<file path="src/rtl/nrdiv_pkg.sv">
package nrdiv_pkg;
    typedef enum logic [2:0] {
        OP_NOP  = 3'd0,
        OP_LOAD = 3'd1,
        OP_SETU = 3'd2,
        OP_SETS = 3'd3,
        OP_STEP = 3'd4,
        OP_ROTC = 3'd5
    } div_op_e;

    typedef enum logic [2:0] {
        S_IDLE,
        S_SETUP,
        S_ROT,
        S_STEP,
        S_LAST,
        S_DONE
    } seq_state_e;
endpackage

</file>
<file path="src/rtl/nrdiv_step_alu.sv">
module nrdiv_step_alu #(
    parameter int W = 32
) (
    input  logic [W-1:0] rn,
    input  logic [W-1:0] rm,
    input  logic         q_in,
    input  logic         m_in,
    input  logic         t_in,
    output logic [W-1:0] rn_next,
    output logic         q_next,
    output logic         t_next
);
    logic [W-1:0] shifted;
    logic [W-1:0] diff;
    logic [W-1:0] sum;
    logic         do_sub;
    logic         wrap;
    logic         out_bit;

    always_comb begin
        shifted = {rn[W-2:0], t_in};
        diff    = shifted - rm;
        sum     = shifted + rm;
        do_sub  = (q_in == m_in);
        rn_next = do_sub ? diff : sum;
        wrap    = do_sub ? (diff > shifted) : (sum < shifted);
        out_bit = m_in ? ~rn[W-1] : rn[W-1];
        q_next  = out_bit ^ wrap;
        t_next  = (q_next == m_in);
    end
endmodule

</file>
<file path="src/rtl/nrdiv_seq_fsm.sv">
module nrdiv_seq_fsm
    import nrdiv_pkg::*;
#(
    parameter int STEPS = 32
) (
    input  logic    clk,
    input  logic    rst_n,
    input  logic    start,
    output div_op_e seq_op,
    output logic    busy,
    output logic    done
);
    localparam int CW = (STEPS > 1) ? $clog2(STEPS) : 1;

    seq_state_e      state;
    seq_state_e      state_nx;
    logic [CW-1:0]   cnt;
    logic            last_step;

    assign last_step = (cnt == CW'(STEPS - 1));

    always_comb begin
        state_nx = state;
        unique case (state)
            S_IDLE:  if (start) state_nx = S_SETUP;
            S_SETUP: state_nx = S_ROT;
            S_ROT:   state_nx = S_STEP;
            S_STEP:  state_nx = last_step ? S_LAST : S_ROT;
            S_LAST:  state_nx = S_DONE;
            S_DONE:  state_nx = S_IDLE;
            default: state_nx = S_IDLE;
        endcase
    end

    always_ff @(posedge clk) begin
        if (!rst_n) begin
            state <= S_IDLE;
            cnt   <= '0;
        end else begin
            state <= state_nx;
            if (state == S_SETUP)
                cnt <= '0;
            else if (state == S_STEP && !last_step)
                cnt <= cnt + 1'b1;
        end
    end

    always_comb begin
        seq_op = OP_NOP;
        busy   = 1'b1;
        done   = 1'b0;
        unique case (state)
            S_IDLE:  begin busy = 1'b0; if (start) seq_op = OP_LOAD; end
            S_SETUP: seq_op = OP_SETU;
            S_ROT:   seq_op = OP_ROTC;
            S_STEP:  seq_op = OP_STEP;
            S_LAST:  seq_op = OP_ROTC;
            S_DONE:  done = 1'b1;
            default: busy = 1'b0;
        endcase
    end

    a_r10_done_single: assert property (@(posedge clk) disable iff (!rst_n)
        done |=> !done);
    a_r10_done_after_last: assert property (@(posedge clk) disable iff (!rst_n)
        (seq_op == OP_ROTC && state == S_LAST) |=> done);
endmodule

</file>
<file path="src/rtl/nrdiv_unit.sv">
module nrdiv_unit
    import nrdiv_pkg::*;
#(
    parameter int W = 32
) (
    input  logic         clk,
    input  logic         rst_n,
    input  logic         start,
    input  logic         cmd_valid,
    input  logic [2:0]   cmd_op,
    input  logic [W-1:0] arg_hi,
    input  logic [W-1:0] arg_lo,
    input  logic [W-1:0] arg_div,
    output logic         busy,
    output logic         done,
    output logic         flag_q,
    output logic         flag_m,
    output logic         flag_t,
    output logic [W-1:0] rem_out,
    output logic [W-1:0] quo_out
);
    div_op_e      seq_op;
    div_op_e      eff_op;
    logic [W-1:0] rem_r, quo_r, dvs_r;
    logic         q_r, m_r, t_r;
    logic [W-1:0] alu_rn;
    logic         alu_q, alu_t;

    nrdiv_seq_fsm #(.STEPS(W)) u_fsm (
        .clk    (clk),
        .rst_n  (rst_n),
        .start  (start),
        .seq_op (seq_op),
        .busy   (busy),
        .done   (done)
    );

    nrdiv_step_alu #(.W(W)) u_alu (
        .rn      (rem_r),
        .rm      (dvs_r),
        .q_in    (q_r),
        .m_in    (m_r),
        .t_in    (t_r),
        .rn_next (alu_rn),
        .q_next  (alu_q),
        .t_next  (alu_t)
    );

    always_comb begin
        eff_op = OP_NOP;
        if (seq_op != OP_NOP)
            eff_op = seq_op;
        else if (!busy && cmd_valid && cmd_op <= 3'd5)
            eff_op = div_op_e'(cmd_op);
    end

    always_ff @(posedge clk) begin
        if (!rst_n) begin
            rem_r <= '0;
            quo_r <= '0;
            dvs_r <= '0;
            q_r   <= 1'b0;
            m_r   <= 1'b0;
            t_r   <= 1'b0;
        end else begin
            unique case (eff_op)
                OP_LOAD: begin
                    rem_r <= arg_hi;
                    quo_r <= arg_lo;
                    dvs_r <= arg_div;
                end
                OP_SETU: begin
                    q_r <= 1'b0;
                    m_r <= 1'b0;
                    t_r <= 1'b0;
                end
                OP_SETS: begin
                    q_r <= rem_r[W-1];
                    m_r <= dvs_r[W-1];
                    t_r <= rem_r[W-1] ^ dvs_r[W-1];
                end
                OP_STEP: begin
                    rem_r <= alu_rn;
                    q_r   <= alu_q;
                    t_r   <= alu_t;
                end
                OP_ROTC: begin
                    quo_r <= {quo_r[W-2:0], t_r};
                    t_r   <= quo_r[W-1];
                end
                default: ;
            endcase
        end
    end

    assign flag_q  = q_r;
    assign flag_m  = m_r;
    assign flag_t  = t_r;
    assign rem_out = rem_r;
    assign quo_out = quo_r;

    a_r3_setu_clears: assert property (@(posedge clk) disable iff (!rst_n)
        (eff_op == OP_SETU) |=> (!flag_q && !flag_m && !flag_t));
    a_r4_sets_loads: assert property (@(posedge clk) disable iff (!rst_n)
        (eff_op == OP_SETS) |=> (flag_q == $past(rem_r[W-1]) && flag_t == (flag_q ^ flag_m)));
    a_r7_step_t_matches: assert property (@(posedge clk) disable iff (!rst_n)
        (eff_op == OP_STEP) |=> (flag_t == (flag_q == flag_m)));
    a_r7_step_keeps_m: assert property (@(posedge clk) disable iff (!rst_n)
        (eff_op == OP_STEP) |=> $stable(flag_m));
    a_r11_busy_holds_divisor: assert property (@(posedge clk) disable iff (!rst_n)
        busy |=> $stable(dvs_r));
endmodule

</file>
<file path="config.mk">
export PLATFORM = sky130hd
export DESIGN_NAME = nrdiv_unit
export DESIGN_NICKNAME = d
export VERILOG_FILES = /design/src/rtl/nrdiv_pkg.sv /design/src/rtl/nrdiv_step_alu.sv /design/src/rtl/nrdiv_seq_fsm.sv /design/src/rtl/nrdiv_unit.sv
export SDC_FILE = /design/constraint.sdc
export NUM_CORES = 1
export LEC_CHECK = 0
export ABC_AREA = 1
export BUFFER_PORTS_ARGS = -buffer_cell sky130_fd_sc_hd__buf_2
export CORE_MARGIN = 4
export CORE_UTILIZATION = 48
export CTS_CLUSTER_SIZE = 25
export DETAILED_ROUTE_END_ITERATION = 8
export PLACE_DENSITY = 0.67
export SYNTH_ARGS = -nofsm -noshare
export SYNTH_HDL_FRONTEND = slang
export SYNTH_HIERARCHICAL = 1
export SYNTH_SLANG_ARGS = --single-unit
</file>
<file path="constraint.sdc">
create_clock -name clk -period 7.54 [get_ports clk]
set_clock_uncertainty 0.15 [all_clocks]
set_input_delay 1.131 -clock clk [delete_from_list [all_inputs] [get_ports clk]]
set_output_delay 1.131 -clock clk [all_outputs]
set_load 0.02 [all_outputs]
</file>
==> results.py <==
metrics = {
    "placement": {
        "dp_slack_ns": 3.036,
        "postPlaceCellArea_um2": 12280,
        "gp_congestion": 1.084,
        "placed_cells_incl_taps": 2255,
        "dp_hpwl_mm": 30.80,
        "port_buffers": 171,
    },
    "grt": {
        "grt_pass1_wl_mm": 61.60,
        "grt_util_all_layers_pct": 29.55,
        "grt_pass1_vias": 11710,
        "grt_max_degree": 86,
        "grt_antenna_before_repair": 0,
        "overflow": 0,
    },
    "finish": {
        "layout_commonest_cell": "nand2_1",
        "antennaDiodeCount": 0,
        "final_nets": 2184,
        "fin_cells": 2271,
        "fillerInstances": 2405,
        "finalCoreUtilization_pct": 55.02,
        "area_delta_synth_final_pct": 11.68,
        "multi_input_comb_area_um2": 7755,
        "stdcell_area_um2": 12610,
        "drive_gt1_share_pct": 13.53,
        "layout_common_cells": "454 x nand2_1, 270 x inv_1, 184 x nor2_1",
        "area.sequential_um2": 2142,
    },
    "synth": {
        "syn-cell-area_um2": 11290,
        "synth_ff_type": "dfxtp_1",
        "synth_fp_nets": 2068,
        "synth_edf_count": 0,
        "synthArstFlopShare_pct": 0,
        "syn_avg_cell_area_um2": 6.146,
        "ys_ff_latch": 107,
        "synthesis.instances": 1837,
        "ys_warn_count": 6,
        "yosysSeqAreaShare_pct": 18.97,
        "synth.distinct_cells": 47,
    },
    "pwr": {
        "finalPower_mw": 4.306,
        "leakagePower_nw": 6.763,
        "ir_worst_vdd_v": 0.0001550,
        "power.density_nw_per_um2": 341.6,
    },
    "die": {
        "rows": 55,
        "fp.dieH_um": 161.4,
        "start_util_pct": 49.27,
        "die_x_um": 161.4,
        "fp.dieArea_um2": 26040,
        "pin_count": 172,
        "core_um2": 22920,
    },
    "worst_setup_path": {
        "cp-start-kind": "flip-flop",
        "crit_fanout": 7,
        "crit_type": "flip-flop to flip-flop",
        "r2r_slack_ns": 2.91,
        "worstPathArrival_ns": 4.75,
        "r2r.worst_path.cells": 26,
        "end_kind": "flip-flop",
        "crit_end": "flag_t",
        "r2r-end": "flag_t",
        "worstPathRequired_ns": 7.65,
        "r2r-start": "dvs_r[14]",
        "startpoint": "dvs_r[14]",
    },
    "detailed_routing": {
        "vias": 12340,
        "post_drt_wl_per_cell_um": 17.32,
        "drt-total-wl_mm": 39.34,
        "drt_iter0_markers": 1147,
        "antenna_left": 0,
        "drc": 0,
        "first_pass_iters": 8,
        "avgViaCountPerCell": 5.434,
    },
    "timing": {
        "slew_violations": 0,
        "layout_min_cycle_time_ns": 4.634,
        "tns_ns": 0,
        "slew_headroom_pct": 33.27,
        "setup_slack_ns": 2.906,
        "fmax_ghz": 0.2158,
        "setup_violations": 0,
        "finalCritPeriodShare_pct": 61.46,
        "hold_ws_ns": 0.3241,
        "timing_worst_slew_pin_value_ns": 1.001,
        "hold_violations": 0,
        "rsz0062_at_grt": "false",
    },
    "status": {
        "outcome": "finished clean",
    },
    "clocking": {
        "numCtsBuffers": 9,
        "holdBufCountCts": 0,
        "cts_setup_buffers": 0,
        "clk_latency_ns": 0.39,
        "clockBufferDepth": 2,
        "cts_tree": "yes",
        "h-tree-depth": 3,
        "cts_resized": 0,
        "cts.sinks": 107,
        "cts_root_buffer": "clkbuf_16",
        "clk_pin_slew_ns": 0.09,
    },
    "hold_path": {
        "hold_class": "flip-flop to flip-flop",
    },
    "job": {
        "cap_violations": 0,
    },
}
-- where the power goes --
group | internal (mW) | switching [mW] | leakage (nW)
Sequential | 0.651 | 0.116 | 0.879
Combinational | 1.03 | 1.96 | 5.72
Clock | 0.250 | 0.304 | 0.161
-- cells in the mapped netlist, types with 6 or more instances --
| library cell | instances | area, um^2 |
|---|---|---|
| a21oi_1 | 148 | 740.7 |
| dfxtp_1 | 107 | 2142 |
| buf_2 | 45 | 225.2 |
| nor3_1 | 15 | 75.07 |
| nand3_2 | 6 | 60.06 |
| a21o_1 | 9 | 67.56 |
| and2_1 | 13 | 81.33 |
| a21oi_2 | 6 | 52.55 |
| nand4_1 | 60 | 375.4 |
| o21ai_1 | 9 | 45.04 |
| nand3_1 | 141 | 705.7 |
| nor2_1 | 186 | 698.2 |
| nand2_1 | 454 | 1704 |
| ha_1 | 126 | 1577 |
| inv_1 | 270 | 1013 |
| inv_2 | 7 | 26.28 |
| xor2_1 | 40 | 350.3 |
| o21ai_0 | 51 | 255.2 |
| nand3b_1 | 32 | 240.2 |
| nand2_2 | 18 | 112.6 |
| o21a_1 | 11 | 82.58 |
| clkbuf_1 | 24 | 90.09 |
-- metal layers --
metal	wire length (um)	vias to the layer above	GRT usage [%]
met4	1300	0	10.70
met2	16820	501	45.22
met1	17800	5644	41.50
li1	-	6125	-
met3	3420	70	5.512
met5	0	-	0
-- worst max-delay path, stage by stage (launching register included) --
cell and delay [ns]:
dfxtp_1 0.38, inv_1 0.06, ha_1 0.44, inv_1 0.12, a21oi_1 0.31, o21ai_0 0.22
nor2_1 0.14, nand3_1 0.18, a21oi_1 0.36, nand2_1 0.12, and2_1 0.18, ha_1 0.33
a21oi_1 0.08, o21ai_0 0.43, nand2_1 0.10, nand4_1 0.15, nor2_1 0.07, nand2_1 0.07
nand2_1 0.08, nand2_1 0.10, nand2_1 0.07, nand3_1 0.06, nand2_1 0.05, nand3_1 0.07
nand2_1 0.06, nor2_1 0.10, nor2_1 0.04
-- cells by family (layout without fill, tap and decap cells) --
logic type / Yosys count / after routing / share of synthesized area, %
XOR/XNOR: 47 / 47 / 3.779
AO/OA/AOI/OAI: 252 / 252 / 12.61
adder cells (fa/ha/maj): 128 / 128 / 14.32
buffers and inverters: 356 / 477 / 12.71
AND/OR/NAND/NOR: 947 / 947 / 37.60
flip-flops: 107 / 107 / 18.97
-- state kept, by name, summed over array words and instances (netlist names) --
| register | count |
|---|---|
| dvs_r | 32 |
| flag_m | 1 |
| flag_q | 1 |
| flag_t | 1 |
| quo_out | 32 |
| rem_out | 32 |
| u_fsm/cnt | 5 |
| u_fsm/state | 3 |
-- worst min path at each step --
stage | from | end | cells after the start
final | u_fsm/cnt[4] | u_fsm/cnt[4] | 2
after CTS | u_fsm/cnt[4] | u_fsm/cnt[4] | 2
after global routing | u_fsm/cnt[4] | u_fsm/cnt[4] | 2
after floorplan | u_fsm/cnt[4] | u_fsm/cnt[4] | 2
after global placement | u_fsm/cnt[4] | u_fsm/cnt[4] | 2
after detailed placement | u_fsm/cnt[4] | u_fsm/cnt[4] | 2
-- area by class of cell --
| type | instances | area share [%] |
|---|---|---|
| sequential | 107 | 16.99 |
| clock inverter | 7 | 0.8534 |
| multi-input combinational | 1374 | 61.51 |
| clock buffer | 9 | 1.786 |
| tap | 313 | 3.106 |
| inverter | 280 | 8.376 |
| timing repair buffer | 181 | 7.383 |
No activity file was read; power rests on OpenSTA's default activity.
